[config.mk]
export PLATFORM = sky130hd
export DESIGN_NAME = sbyte_port
export DESIGN_NICKNAME = d
export VERILOG_FILES = /design/src/rtl/sbyte_pkg.sv /design/src/rtl/sbyte_fifo.sv /design/src/rtl/sbyte_clkgen.sv /design/src/rtl/sbyte_shifter.sv /design/src/rtl/sbyte_port.sv
export SDC_FILE = /design/constraint.sdc
export NUM_CORES = 1
export LEC_CHECK = 0
export BUFFER_PORTS_ARGS = -buffer_cell sky130_fd_sc_hd__clkbuf_2
export CAP_MARGIN = 20
export CORE_ASPECT_RATIO = 0.9
export CORE_UTILIZATION = 55
export CTS_CLUSTER_DIAMETER = 40
export CTS_CLUSTER_SIZE = 14
export DETAILED_ROUTE_END_ITERATION = 7
export PLACE_DENSITY = 0.8
export SYNTH_ARGS = -nofsm -noshare
export SYNTH_HDL_FRONTEND = slang
export SYNTH_SLANG_ARGS = --single-unit
[constraint.sdc]
create_clock -name clk -period 3.6 [get_ports clk]
set_input_delay 0.36 -clock clk [delete_from_list [all_inputs] [get_ports clk]]
set_output_delay 0.36 -clock clk [all_outputs]
set_load 0.01 [all_outputs]
[src/rtl/sbyte_pkg.sv]
package sbyte_pkg;

   typedef enum logic [1:0] {
      SEL_DATA = 2'd0,
      SEL_CTRL = 2'd1,
      SEL_STAT = 2'd2,
      SEL_CLR  = 2'd3
   } reg_sel_e;

   typedef struct packed {
      logic master;
      logic enable;
   } port_ctrl_t;

endpackage

[src/rtl/sbyte_fifo.sv]
module sbyte_fifo #(
   parameter int WIDTH = 8,
   parameter int DEPTH = 16
) (
   input  logic                       clk,
   input  logic                       rst_n,
   input  logic                       push,
   input  logic [WIDTH-1:0]           din,
   input  logic                       pop,
   output logic [WIDTH-1:0]           dout,
   output logic [$clog2(DEPTH):0]     level,
   output logic                       full,
   output logic                       empty
);
   localparam int AW = $clog2(DEPTH);
   localparam int CW = AW + 1;

   generate
      if (DEPTH < 2 || (DEPTH & (DEPTH - 1)) != 0) begin : g_bad_depth
         $error("sbyte_fifo: DEPTH must be a power of two, at least 2");
      end
   endgenerate

   logic [WIDTH-1:0] store [DEPTH];
   logic [AW-1:0]    wptr, rptr;
   logic [CW-1:0]    cnt;
   logic             do_push, do_pop;

   assign full    = (cnt == CW'(DEPTH));
   assign empty   = (cnt == '0);
   assign do_push = push && !full;
   assign do_pop  = pop && !empty;
   assign dout    = store[rptr];
   assign level   = cnt;

   always_ff @(posedge clk) begin
      if (do_push) store[wptr] <= din;
   end

   always_ff @(posedge clk or negedge rst_n) begin
      if (!rst_n) begin
         wptr <= '0;
         rptr <= '0;
         cnt  <= '0;
      end else begin
         if (do_push) wptr <= wptr + 1'b1;
         if (do_pop)  rptr <= rptr + 1'b1;
         case ({do_push, do_pop})
            2'b10:   cnt <= cnt + 1'b1;
            2'b01:   cnt <= cnt - 1'b1;
            default: cnt <= cnt;
         endcase
      end
   end

   // a push into a full FIFO leaves the contents untouched
   assert_no_overflow_R7: assert property (@(posedge clk) disable iff (!rst_n)
      (full && push && !pop) |=> (full && $stable(wptr)));

   // popping an empty FIFO never moves the read side
   assert_no_underflow_R8: assert property (@(posedge clk) disable iff (!rst_n)
      (empty && pop && !push) |=> (empty && $stable(rptr)));

endmodule

[src/rtl/sbyte_clkgen.sv]
module sbyte_clkgen #(
   parameter int DIV_HALF    = 4,
   parameter int SYNC_STAGES = 2,
   parameter int BITS        = 8
) (
   input  logic clk,
   input  logic rst_n,
   input  logic en,
   input  logic master,
   input  logic sclk_in,
   input  logic fs_in,
   input  logic rxd_in,
   output logic sclk_out,
   output logic fs_out,
   output logic rise_o,
   output logic fall_o,
   output logic fs_o,
   output logic rxd_o
);
   localparam int DW = (DIV_HALF > 1) ? $clog2(DIV_HALF) : 1;
   localparam int FW = $clog2(BITS);
   localparam logic [FW-1:0] FLAST = FW'(BITS - 1);
   localparam logic [FW-1:0] FIDLE = FW'(BITS - 2);

   generate
      if (DIV_HALF < SYNC_STAGES + 1) begin : g_bad_div
         $error("sbyte_clkgen: DIV_HALF must exceed the synchronizer depth");
      end
      if (SYNC_STAGES < 2) begin : g_bad_sync
         $error("sbyte_clkgen: SYNC_STAGES must be at least 2");
      end
   endgenerate

   // ---------------- input synchronizer: {sclk, fs, rxd} ----------------
   for (genvar i = 0; i < SYNC_STAGES; i++) begin : g_stage
      logic [2:0] d;
      logic [2:0] q;
      if (i == 0) begin : g_head
         assign d = {sclk_in, fs_in, rxd_in};
      end else begin : g_link
         assign d = g_stage[i-1].q;
      end
      always_ff @(posedge clk or negedge rst_n) begin
         if (!rst_n) q <= '0;
         else        q <= d;
      end
   end

   logic [2:0] sync_q;
   logic       sclk_d;
   assign sync_q = g_stage[SYNC_STAGES-1].q;

   always_ff @(posedge clk or negedge rst_n) begin
      if (!rst_n) sclk_d <= 1'b0;
      else        sclk_d <= sync_q[2];
   end

   // ---------------- master divider and framer ----------------
   logic          m_on, tick;
   logic [DW-1:0] dcnt;
   logic          sclk_q;
   logic [FW-1:0] fcnt;
   logic          m_rise, m_fall, s_rise, s_fall, s_on;

   assign m_on   = en && master;
   assign s_on   = en && !master;
   assign tick   = m_on && (dcnt == DW'(DIV_HALF - 1));
   assign m_rise = tick && !sclk_q;
   assign m_fall = tick && sclk_q;
   assign s_rise = s_on && sync_q[2] && !sclk_d;
   assign s_fall = s_on && !sync_q[2] && sclk_d;

   always_ff @(posedge clk or negedge rst_n) begin
      if (!rst_n) begin
         dcnt   <= '0;
         sclk_q <= 1'b0;
         fcnt   <= FIDLE;
      end else if (!m_on) begin
         dcnt   <= '0;
         sclk_q <= 1'b0;
         fcnt   <= FIDLE;
      end else begin
         dcnt <= tick ? '0 : dcnt + 1'b1;
         if (tick)   sclk_q <= !sclk_q;
         if (m_rise) fcnt   <= fcnt + 1'b1;
      end
   end

   assign sclk_out = sclk_q;
   assign fs_out   = m_on && (fcnt == FLAST);
   assign rise_o   = m_rise || s_rise;
   assign fall_o   = m_fall || s_fall;
   assign fs_o     = master ? fs_out : sync_q[1];
   assign rxd_o    = sync_q[0];

   // a master frame-sync pulse ends at the next rising bit clock
   assert_fs_one_bit_R2: assert property (@(posedge clk) disable iff (!rst_n)
      (m_on && fs_out && rise_o) |=> !fs_out);

   // the master clock is parked low when not running as master
   assert_sclk_parked_R6: assert property (@(posedge clk) disable iff (!rst_n)
      !m_on |=> !sclk_out);

   // while running, the master clock moves only on divider ticks
   assert_sclk_steady_R6: assert property (@(posedge clk) disable iff (!rst_n)
      (m_on && !tick) |=> $stable(sclk_out));

endmodule

[src/rtl/sbyte_shifter.sv]
module sbyte_shifter #(
   parameter int BITS = 8
) (
   input  logic            clk,
   input  logic            rst_n,
   input  logic            en,
   input  logic            rise,
   input  logic            fall,
   input  logic            fs,
   input  logic            rxd,
   input  logic            tx_empty,
   input  logic [BITS-1:0] tx_data,
   output logic            tx_pop,
   output logic            underrun_evt,
   output logic            txd,
   output logic            txd_oe,
   output logic            rx_push,
   output logic [BITS-1:0] rx_data
);
   localparam int CNTW = $clog2(BITS);
   localparam logic [CNTW-1:0] LAST = CNTW'(BITS - 1);

   generate
      if (BITS < 2 || (BITS & (BITS - 1)) != 0) begin : g_bad_bits
         $error("sbyte_shifter: BITS must be a power of two");
      end
   endgenerate

   logic            fs_seen;
   logic [BITS-1:0] tx_sh;
   logic [CNTW-1:0] tx_cnt;
   logic            tx_act;
   logic [BITS-1:0] rx_sh;
   logic [CNTW-1:0] rx_cnt;
   logic            rx_act;
   logic            start;

   assign start        = en && rise && fs_seen;
   assign tx_pop       = start && !tx_empty;
   assign underrun_evt = start && tx_empty;
   assign rx_data      = {rx_sh[BITS-2:0], rxd};
   assign rx_push      = en && fall && rx_act && (rx_cnt == LAST);
   assign txd          = tx_sh[BITS-1];
   assign txd_oe       = tx_act;

   always_ff @(posedge clk or negedge rst_n) begin
      if (!rst_n) begin
         fs_seen <= 1'b0;
         tx_sh   <= '0;
         tx_cnt  <= '0;
         tx_act  <= 1'b0;
         rx_sh   <= '0;
         rx_cnt  <= '0;
         rx_act  <= 1'b0;
      end else if (!en) begin
         fs_seen <= 1'b0;
         tx_sh   <= '0;
         tx_cnt  <= '0;
         tx_act  <= 1'b0;
         rx_sh   <= '0;
         rx_cnt  <= '0;
         rx_act  <= 1'b0;
      end else begin
         // transmit side: launch on the rising bit clock
         if (rise) begin
            if (fs_seen) begin
               tx_act <= 1'b1;
               tx_cnt <= '0;
               tx_sh  <= tx_empty ? '1 : tx_data;
            end else if (tx_act) begin
               if (tx_cnt == LAST) begin
                  tx_act <= 1'b0;
               end else begin
                  tx_cnt <= tx_cnt + 1'b1;
                  tx_sh  <= {tx_sh[BITS-2:0], 1'b1};
               end
            end
         end
         // receive side and frame detection: sample on the falling bit clock
         if (fall) begin
            fs_seen <= fs;
            if (rx_act) begin
               rx_sh  <= rx_data;
               rx_cnt <= rx_cnt + 1'b1;
            end
            if (fs) begin
               rx_act <= 1'b1;
               rx_cnt <= '0;
            end else if (rx_act && rx_cnt == LAST) begin
               rx_act <= 1'b0;
            end
         end
      end
   end

   // the serial output holds between rising bit-clock events
   assert_txd_on_rise_R3: assert property (@(posedge clk) disable iff (!rst_n)
      (en && !rise) |=> ($stable(txd) && $stable(txd_oe)));

   // a disabled port releases the transmit pin
   assert_oe_released_R4: assert property (@(posedge clk) disable iff (!rst_n)
      !en |=> !txd_oe);

   // a completed receive byte is handed over only on a falling bit clock
   assert_rx_on_fall_R1: assert property (@(posedge clk) disable iff (!rst_n)
      rx_push |-> (fall && !rise));

endmodule

[src/rtl/sbyte_port.sv]
module sbyte_port
   import sbyte_pkg::*;
#(
   parameter int DEPTH       = 16,
   parameter int DIV_HALF    = 4,
   parameter int SYNC_STAGES = 2
) (
   input  logic       clk,
   input  logic       rst_n,
   input  logic [1:0] reg_addr,
   input  logic       reg_wr,
   input  logic       reg_rd,
   input  logic [7:0] reg_wdata,
   output logic [7:0] reg_rdata,
   input  logic       sclk_in,
   output logic       sclk_out,
   input  logic       fs_in,
   output logic       fs_out,
   input  logic       rxd,
   output logic       txd,
   output logic       txd_oe,
   output logic       rx_irq,
   output logic       tx_irq
);
   localparam int BITS = 8;
   localparam int CW   = $clog2(DEPTH) + 1;
   localparam logic [CW-1:0] HALF = CW'(DEPTH / 2);

   reg_sel_e   sel;
   port_ctrl_t ctrl;
   logic       ovr_flag, und_flag;
   logic       wr_data, rd_data, wr_ctrl, wr_clr;

   assign sel     = reg_sel_e'(reg_addr);
   assign wr_data = reg_wr && (sel == SEL_DATA);
   assign rd_data = reg_rd && (sel == SEL_DATA);
   assign wr_ctrl = reg_wr && (sel == SEL_CTRL);
   assign wr_clr  = reg_wr && (sel == SEL_CLR);

   logic unused_wdata;
   assign unused_wdata = ^reg_wdata[7:2];

   // ---------------- FIFOs ----------------
   logic [BITS-1:0] tx_head, rx_head, rx_word;
   logic [CW-1:0]   tx_level, rx_level;
   logic            tx_full, tx_empty, rx_full, rx_empty;
   logic            tx_pop, rx_push, und_evt;

   sbyte_fifo #(.WIDTH(BITS), .DEPTH(DEPTH)) u_txq (
      .clk(clk), .rst_n(rst_n),
      .push(wr_data), .din(reg_wdata), .pop(tx_pop), .dout(tx_head),
      .level(tx_level), .full(tx_full), .empty(tx_empty)
   );

   sbyte_fifo #(.WIDTH(BITS), .DEPTH(DEPTH)) u_rxq (
      .clk(clk), .rst_n(rst_n),
      .push(rx_push), .din(rx_word), .pop(rd_data), .dout(rx_head),
      .level(rx_level), .full(rx_full), .empty(rx_empty)
   );

   // ---------------- bit clock, framing, synchronizer ----------------
   logic rise, fall, fs_int, rxd_int;

   sbyte_clkgen #(.DIV_HALF(DIV_HALF), .SYNC_STAGES(SYNC_STAGES), .BITS(BITS)) u_clk (
      .clk(clk), .rst_n(rst_n), .en(ctrl.enable), .master(ctrl.master),
      .sclk_in(sclk_in), .fs_in(fs_in), .rxd_in(rxd),
      .sclk_out(sclk_out), .fs_out(fs_out),
      .rise_o(rise), .fall_o(fall), .fs_o(fs_int), .rxd_o(rxd_int)
   );

   sbyte_shifter #(.BITS(BITS)) u_shf (
      .clk(clk), .rst_n(rst_n), .en(ctrl.enable),
      .rise(rise), .fall(fall), .fs(fs_int), .rxd(rxd_int),
      .tx_empty(tx_empty), .tx_data(tx_head), .tx_pop(tx_pop),
      .underrun_evt(und_evt), .txd(txd), .txd_oe(txd_oe),
      .rx_push(rx_push), .rx_data(rx_word)
   );

   // ---------------- control and sticky flags ----------------
   always_ff @(posedge clk or negedge rst_n) begin
      if (!rst_n) begin
         ctrl     <= '0;
         ovr_flag <= 1'b0;
         und_flag <= 1'b0;
      end else begin
         if (wr_ctrl) ctrl <= port_ctrl_t'(reg_wdata[1:0]);
         // overrun: a fresh loss outranks a simultaneous clear
         if (rx_push && rx_full) ovr_flag <= 1'b1;
         else if (wr_clr)        ovr_flag <= 1'b0;
         // underrun: arriving data outranks a simultaneous empty frame
         if (wr_data)            und_flag <= 1'b0;
         else if (und_evt)       und_flag <= 1'b1;
      end
   end

   always_comb begin
      unique case (sel)
         SEL_DATA: reg_rdata = rx_head;
         SEL_CTRL: reg_rdata = {6'b0, ctrl};
         SEL_STAT: reg_rdata = {4'b0, tx_full, !rx_empty, und_flag, ovr_flag};
         default:  reg_rdata = 8'h00;
      endcase
   end

   assign rx_irq = (rx_level >= HALF);
   assign tx_irq = (tx_level <= HALF);

   // the overrun flag only falls after a write to the clear address
   assert_overrun_sticky_R7: assert property (@(posedge clk) disable iff (!rst_n)
      (ovr_flag && !wr_clr) |=> ovr_flag);

   // writing transmit data always leaves the underrun flag low
   assert_underrun_cleared_R8: assert property (@(posedge clk) disable iff (!rst_n)
      wr_data |=> !und_flag);

   // a receive request implies stored data
   assert_rx_irq_backed_R9: assert property (@(posedge clk) disable iff (!rst_n)
      rx_irq |-> !rx_empty);

endmodule

; ---- Yosys cells after proc, flatten, opt, wreduce, memory -nomap -nowiden
; Memory sizes are Yosys's and may differ from the RTL's.
; Cells that the tools add are included.
[word_totals]
reg_bits = 67
ramBits = 256
in_bits = 17
out_inout_bits = 14
word_cells = 156
mem_count = 2
[classes]
n_addsub = 12
order_cmp = 2
eq_ne = 22
mux = 47
reduce_logical = 48
[memory_table]
columns = name, depth, word_bits, rd, rd_clocked_by_memory_dff, write_ports, line
row1 = u_rxq.store, 16, 8, 1, 0, 1, sbyte_fifo.sv:24  ; logic [WIDTH-1:0] store [DEPTH];
row2 = u_txq.store, 16, 8, 1, 0, 1, sbyte_fifo.sv:24
[ops]
columns = op, n
row1 = two-way mux 8 bit, 6
row2 = two-way mux 3 bit, 11
row3 = logical AND 1 bit, 27
row4 = one-hot mux 8 bit (3 select lines), 1
row5 = two-way mux 1 bit, 22
row6 = two-way mux 7 bit, 3
row7 = one-hot mux 5 bit (2 select lines), 2
row8 = adder 4 x 1 -> 4 bit (second input constant), 4
row9 = adder 5 x 1 -> 5 bit (second input constant), 2
row10 = equality test 2 bit (second input constant), 5
row11 = equality test 5 bit (second input constant), 2
row12 = logical NOT 5 bit, 2
row13 = subtractor 5 x 1 -> 5 bit (second input constant), 2
row14 = adder 3 x 1 -> 3 bit (second input constant), 3
row15 = equality test 3 bit (second input constant), 3
row16 = != test 3 x 1 -> 1 bit (second input constant), 3
row17 = logical NOT 1 bit, 8
row18 = nonzero test 2 bit, 4
row19 = equality test 2 x 1 -> 1 bit (second input constant), 3
row20 = != test 2 x 1 -> 1 bit (second input constant), 3
row21 = AND reduction 2 bit, 3
row22 = >= comparator 5 x 4 -> 1 bit (second input constant), 1
row23 = less-or-equal comparator 5 x 4 -> 1 bit (second input constant), 1
row24 = two-way mux 2 bit, 2
row25 = other kinds (6), 8

; ---- Longest topological paths before layout
[logic_depth]
word_depth = 11
ltp_mapped = 14
depth_no_buf = 13

; ---- Hierarchy
; Synthesis repeated with hierarchy kept, for this count alone.
[unflattened]
cells_unflattened = 847
area_unflattened_um2 = 13570.5
[by_module_without_submodules]
columns = mod, instances, cells_per_inst, area_per_inst_um2, seq_area_each_um2
row1 = sbyte_fifo, 2, 332, 5779.3, 4169.0
row2 = sbyte_shifter, 1, 110, 1167.4, 600.6
row3 = sbyte_clkgen, 1, 39, 519.2, 327.8
row4 = sbyte_port, 1, 34, 325.3, 100.1

; ---- Least setup slack after synthesis
; No wires, ideal clock.
[synth_path]
path_type = register to register
startpoint = register u_clk.dcnt[0]
endpoint = register u_txq.cnt[4] (netlist: u_txq.level[4])
setup_ns = 0.125
arrival_time_ns = 2.982
required_time_ns = 3.475
path_slack_ns = 0.492
stages_incl_launch_ff = 14
path_buffers = 1
period_less_slack_ns = 3.108
path_cell_list = dfrtp_1 ha_1 nor2b_1 a31oi_1 nor3_1 buf_2 ha_1 inv_1 fa_1 nor2b_1 o21ai_0 nand3_1 or3b_2 xnor2_1
[synth_via]
elab_chain_len = 10
word_cells_on_any_way = 12
cone_classes = eq/ne: 3 / mux: 1 / reduce/logical: 8
[synth_lines]
columns = element, line
row1 = "start, declared", sbyte_clkgen.sv:60  ; logic [DW-1:0] dcnt;
row2 = "start signal, assigned", sbyte_clkgen.sv:83  ; dcnt <= tick ? '0 : dcnt + 1'b1;
row3 = equality test 2 bit *, sbyte_clkgen.sv:67  ; assign tick = m_on && (dcnt == DW'(DIV_HALF - 1));
row4 = logical AND 1 bit *, sbyte_clkgen.sv:67
row5 = logical AND 1 bit *, sbyte_clkgen.sv:68  ; assign m_rise = tick && !sclk_q;
row6 = logical OR 1 bit *, sbyte_clkgen.sv:91  ; assign rise_o = m_rise || s_rise;
row7 = logical AND 1 bit * (2 in series), sbyte_shifter.sv:38  ; assign start = en && rise && fs_seen;
row8 = logical AND 1 bit *, sbyte_shifter.sv:39  ; assign tx_pop = start && !tx_empty;
row9 = logical AND 1 bit *, sbyte_fifo.sv:32  ; assign do_pop = pop && !empty;
row10 = via u_txq.do_pop, sbyte_fifo.sv:27  ; logic do_push, do_pop;
row11 = equality test 2 x 1 -> 1 bit or equality test 2 bit (tied branches), sbyte_fifo.sv:48  ; case ({do_push, do_pop})
row12 = one-hot mux 5 bit (2 select lines) or nonzero test 2 bit (tied branches), -
row13 = "end signal, assigned", sbyte_fifo.sv:49  ; 2'b10: cnt <= cnt + 1'b1;
row14 = "end signal, assigned", sbyte_fifo.sv:50  ; 2'b01: cnt <= cnt - 1'b1;
row15 = "end signal, assigned", sbyte_fifo.sv:51  ; default: cnt <= cnt;
row16 = "end, declared", sbyte_fifo.sv:26  ; logic [CW-1:0] cnt;
; The timed path passes the listed nets; every way through them passes the cells marked *.
; A chain may end at the register's enable or synchronous reset.

; ---- Final worst setup path
[layout_path]
startpoint = register u_rxq.rptr[1]
endpoint = output port reg_rdata[1]
[layout_via]
elab_chain_len = 2
[layout_lines]
columns = element, line
row1 = "start, declared", sbyte_fifo.sv:25  ; logic [AW-1:0] wptr, rptr;
row2 = "start signal, assigned", sbyte_fifo.sv:47  ; if (do_pop) rptr <= rptr + 1'b1;
row3 = memory read (16 x 8 bit), -
row4 = one-hot mux 8 bit (3 select lines), sbyte_port.sv:97  ; unique case (sel)
row5 = "end, declared", sbyte_port.sv:14  ; output logic [7:0] reg_rdata,
; No other way between the ends.

==> impl_metrics.tcl <==
set metrics [dict create \
    status "finished, violations left" \
    violations "DRC" \
    fin_skew_ns 0.0330 \
    synth_most_common_cell "edfxtp_1" \
    syn_area_sq_um 13300 \
    crit_slowest_cell "dfrtp_1" \
    fp.dieArea_sq_um 24800 \
    dp_hpwl_um 16300 \
    ys.flop_type "edfxtp_1" \
    rsz0062_at_grt "false" \
    core_area_sq_um 23500 \
    synth.largest_area_cell "edfxtp_1" \
    fillers 1543 \
    worstPathArrival_ns 2.80 \
    ctsHoldBuffers 4 \
    yosys_warnings 0 \
    die_h_um 150 \
    design_area_sq_um 15100 \
    clk_latency_ns 0.53 \
    ys_seq_area_share_pct 70.3 \
    via_count 7118 \
    clockRootBuffer "clkbuf_16" \
    met1_usage_pct 30.2 \
    antenna_found_initial 0 \
    grt_usage_pct 22.1 \
    grt.met2_usage_pct 35.4 \
    gr-max-usage-layer "met2" \
    worstPathRequired_ns 3.24 \
    grt_overflow 0 \
    dr.pass1.iters 8 \
    p_leak_nw 5.34 \
    pwr_density_cell_nw_per_um2 591 \
    path_cells "mux4_2, mux2_2, a222oi_1, nand2_1, clkbuf_2" \
    wirelength_um 26100 \
    insertedDiodeCount 0 \
    crit_type "register to output port" \
    drtIter0Drc 631 \
    dp_cells 1106 \
    synthCells 778 \
    drcViolationCount 3 \
    period_share_pct 87.9 \
    crit_family "flip-flops" \
    die_w_um 166 \
    synth.area.top_cells "edfxtp_1 58%, dfrtp_1 12%, mux4_2 9.1%, ha_1 2.3%, mux2i_1 1.9%" \
    dpl-instance-area_sq_um 13900 \
    hold_path.class "primary input to register" \
    tns_ns 0 \
    relSlewSlack_pct 31.4 \
    synth_edf_count 256 \
    grt_pass1_vias 7265 \
    io_buffers 30 \
    drive_above_1_share_pct 22.9 \
    grt_max_degree 68 \
    clock_sinks 323 \
    routedWlPerCell_um 22.2 \
    maxCapViolCount 0 \
    avgSynthCellArea_sq_um 17.1 \
    h-tree-depth 2 \
    std_cell_rows 53 \
    instances_no_fill 1174 \
    ys_types 56 \
    syn-num-nets 821 \
    setup_viol 0 \
    grt_first_pass_wirelength_um 40900 \
    async_flop_share_pct 20.7 \
    detail-route-antenna-nets 0 \
    hold_violations 0 \
    synthTopCellsByCount "256 x edfxtp_1, 65 x dfrtp_1, 55 x nand2_1" \
    viasPerCell 6.06 \
    io_pins 31 \
    ir_drop_uv 381 \
    cts_resized 0 \
    synth-seq-cells 323 \
    path_clk_slew_ns 0.06 \
    nNetsFinal 889 \
    cp-start-kind "register" \
    use_met3_pct 4.81 \
    area_growth_pct 13.3 \
    clk_path_buf_depth 3 \
    critPathMaxFanout 21 \
    end_kind "output port" \
    yosysTopAreaCellShare_pct 57.7 \
    place.gp.congestion 0.794 \
    period_needed_ns 3.16 \
    start_util_pct 56.6 \
    crit_buf_inv 1 \
    final_core_util_pct 64.1 \
    cpPeakStageDelay_ns 0.93 \
    maxSlewViolCount 0 \
    cts_setup_buffers 0 \
    fmax_mhz 316 \
    numCtsBuffers 36 \
    tightest_slew_ns 1.03 \
    cts_tree "yes" \
]
cells by family (layout without fill, tap and decap cells):
group	after synthesis	after routing	synth area share, %
flip-flops	323	323	70.3
AND/OR/NAND/NOR	160	160	5.70
multiplexers	102	102	13.6
AO/OA/AOI/OAI	89	89	4.40
buffers and inverters	55	149	1.94
adder cells (fa/ha/maj)	26	26	2.50
XOR/XNOR	23	23	1.51
final cells by class:
class / count / area (sq um) / share of cell area, %
Multi-Input combinational cell: 400 / 3690 / 24.5
Clock buffer: 46 / 960 / 6.36
Tap cell: 302 / 378 / 2.50
Inverter: 15 / 56.3 / 0.373
Sequential cell: 323 / 9370 / 62.1
Timing Repair Buffer: 70 / 463 / 3.07
Clock inverter: 18 / 173 / 1.14
worst register-to-register path, cell delays in order, from the launching register on:
cell and delay [ns]:
dfrtp_1 0.35, ha_1 0.22, nor2b_1 0.21, a31oi_1 0.13, nor3_1 0.28, ha_1 0.28
inv_1 0.10, fa_1 0.41, nor2b_1 0.11, o21ai_0 0.10, nand3_1 0.09, or3b_2 0.46
xnor2_1 0.13
power by group:
part	total [mW]	internal (mW)	switching (mW)	leakage, nW
combinational	0.938	0.474	0.463	1.54
sequential	4.52	4.16	0.356	3.24
clock	3.47	2.00	1.47	0.550
total	8.92	6.64	2.29	5.34
final timing paths:
| path | start | slack, ns | end | cells after the start |
|---|---|---|---|---|
| hold reg to reg | u_clk.g_stage[0].q[1]$_DFF_PN0_ | 0.36 | u_clk.g_stage[1].q[1]$_DFF_PN0_ | 0 |
| setup reg to reg | u_clk.dcnt[0]$_DFF_PN0_ | 0.60 | u_txq.level[4]$_DFFE_PN0P_ | 12 |
| setup / recovery | u_rxq.rptr[1]$_DFFE_PN0P_ | 0.44 | reg_rdata[1] | 5 |
| max in group asynchronous | rst_n | 2.48 | u_txq.rptr[2]$_DFFE_PN0P_ | 2 |
| hold / removal | reg_wr | 0.11 | und_flag$_DFFE_PN0P_ | 2 |
| min in group asynchronous | rst_n | 0.49 | u_rxq.rptr[1]$_DFFE_PN0P_ | 2 |
layout by cell type, fill, tap and decap left out, types with 3 or more instances in the layout:
master / instances
edfxtp_1: 256
nor2b_1: 9
nand3_1: 16
a221oi_1: 9
a21oi_1: 21
ha_1: 25
mux4_2: 54
a21boi_0: 7
xor2_1: 7
mux2i_1: 25
inv_1: 15
dlygate4sd3_1: 4
clkinv_4: 4
o21ai_0: 25
nand4_1: 4
nor3_1: 12
clkbuf_2: 29
buf_4: 37
nand2b_1: 7
clkbuf_1: 9
dfrtp_1: 63
o22ai_1: 4
nor3b_1: 4
nand2_1: 55
and3_1: 4
mux2_2: 17
xnor2_1: 16
inv_6: 5
clkbuf_16: 37
nor2_1: 37
a2111oi_0: 3
mux4_1: 6
through the flow:
| stage | power, mW | setup WS, ns | hold slack, ns |
|---|---|---|---|
| after floorplan | 5.23 | 0.492 | 0.0644 |
| after global placement | 5.49 | 0.659 | 0.340 |
| after detailed placement | 5.52 | 0.609 | 0.347 |
| after CTS | 8.99 | 0.403 | 0.0843 |
| after global routing | 9.26 | 0.315 | 0.0981 |
| final | 8.92 | 0.436 | 0.106 |
sequential cells by signal, summed over array words and instances, names as in the netlist, 2 cells and up:
signal / flops
u_txq.rptr: 4
u_clk.g_stage.q: 6
u_txq.store: 128
u_txq.level: 5
u_rxq.level: 5
u_shf.rx_cnt: 3
ctrl: 2
u_clk.fcnt: 3
u_rxq.wptr: 4
u_rxq.store: 128
u_txq.wptr: 4
u_shf.tx_sh: 8
u_shf.rx_sh: 7
u_clk.dcnt: 2
u_shf.tx_cnt: 3
u_rxq.rptr: 4
metal layers:
metal | routed length [um] | vias up
li1 | - | 3167
met1 | 11200 | 3636
met2 | 12500 | 271
met3 | 1850 | 44
met4 | 540 | 0
met5 | 0 | -
Note: power is estimated with default switching activity, not from simulation.
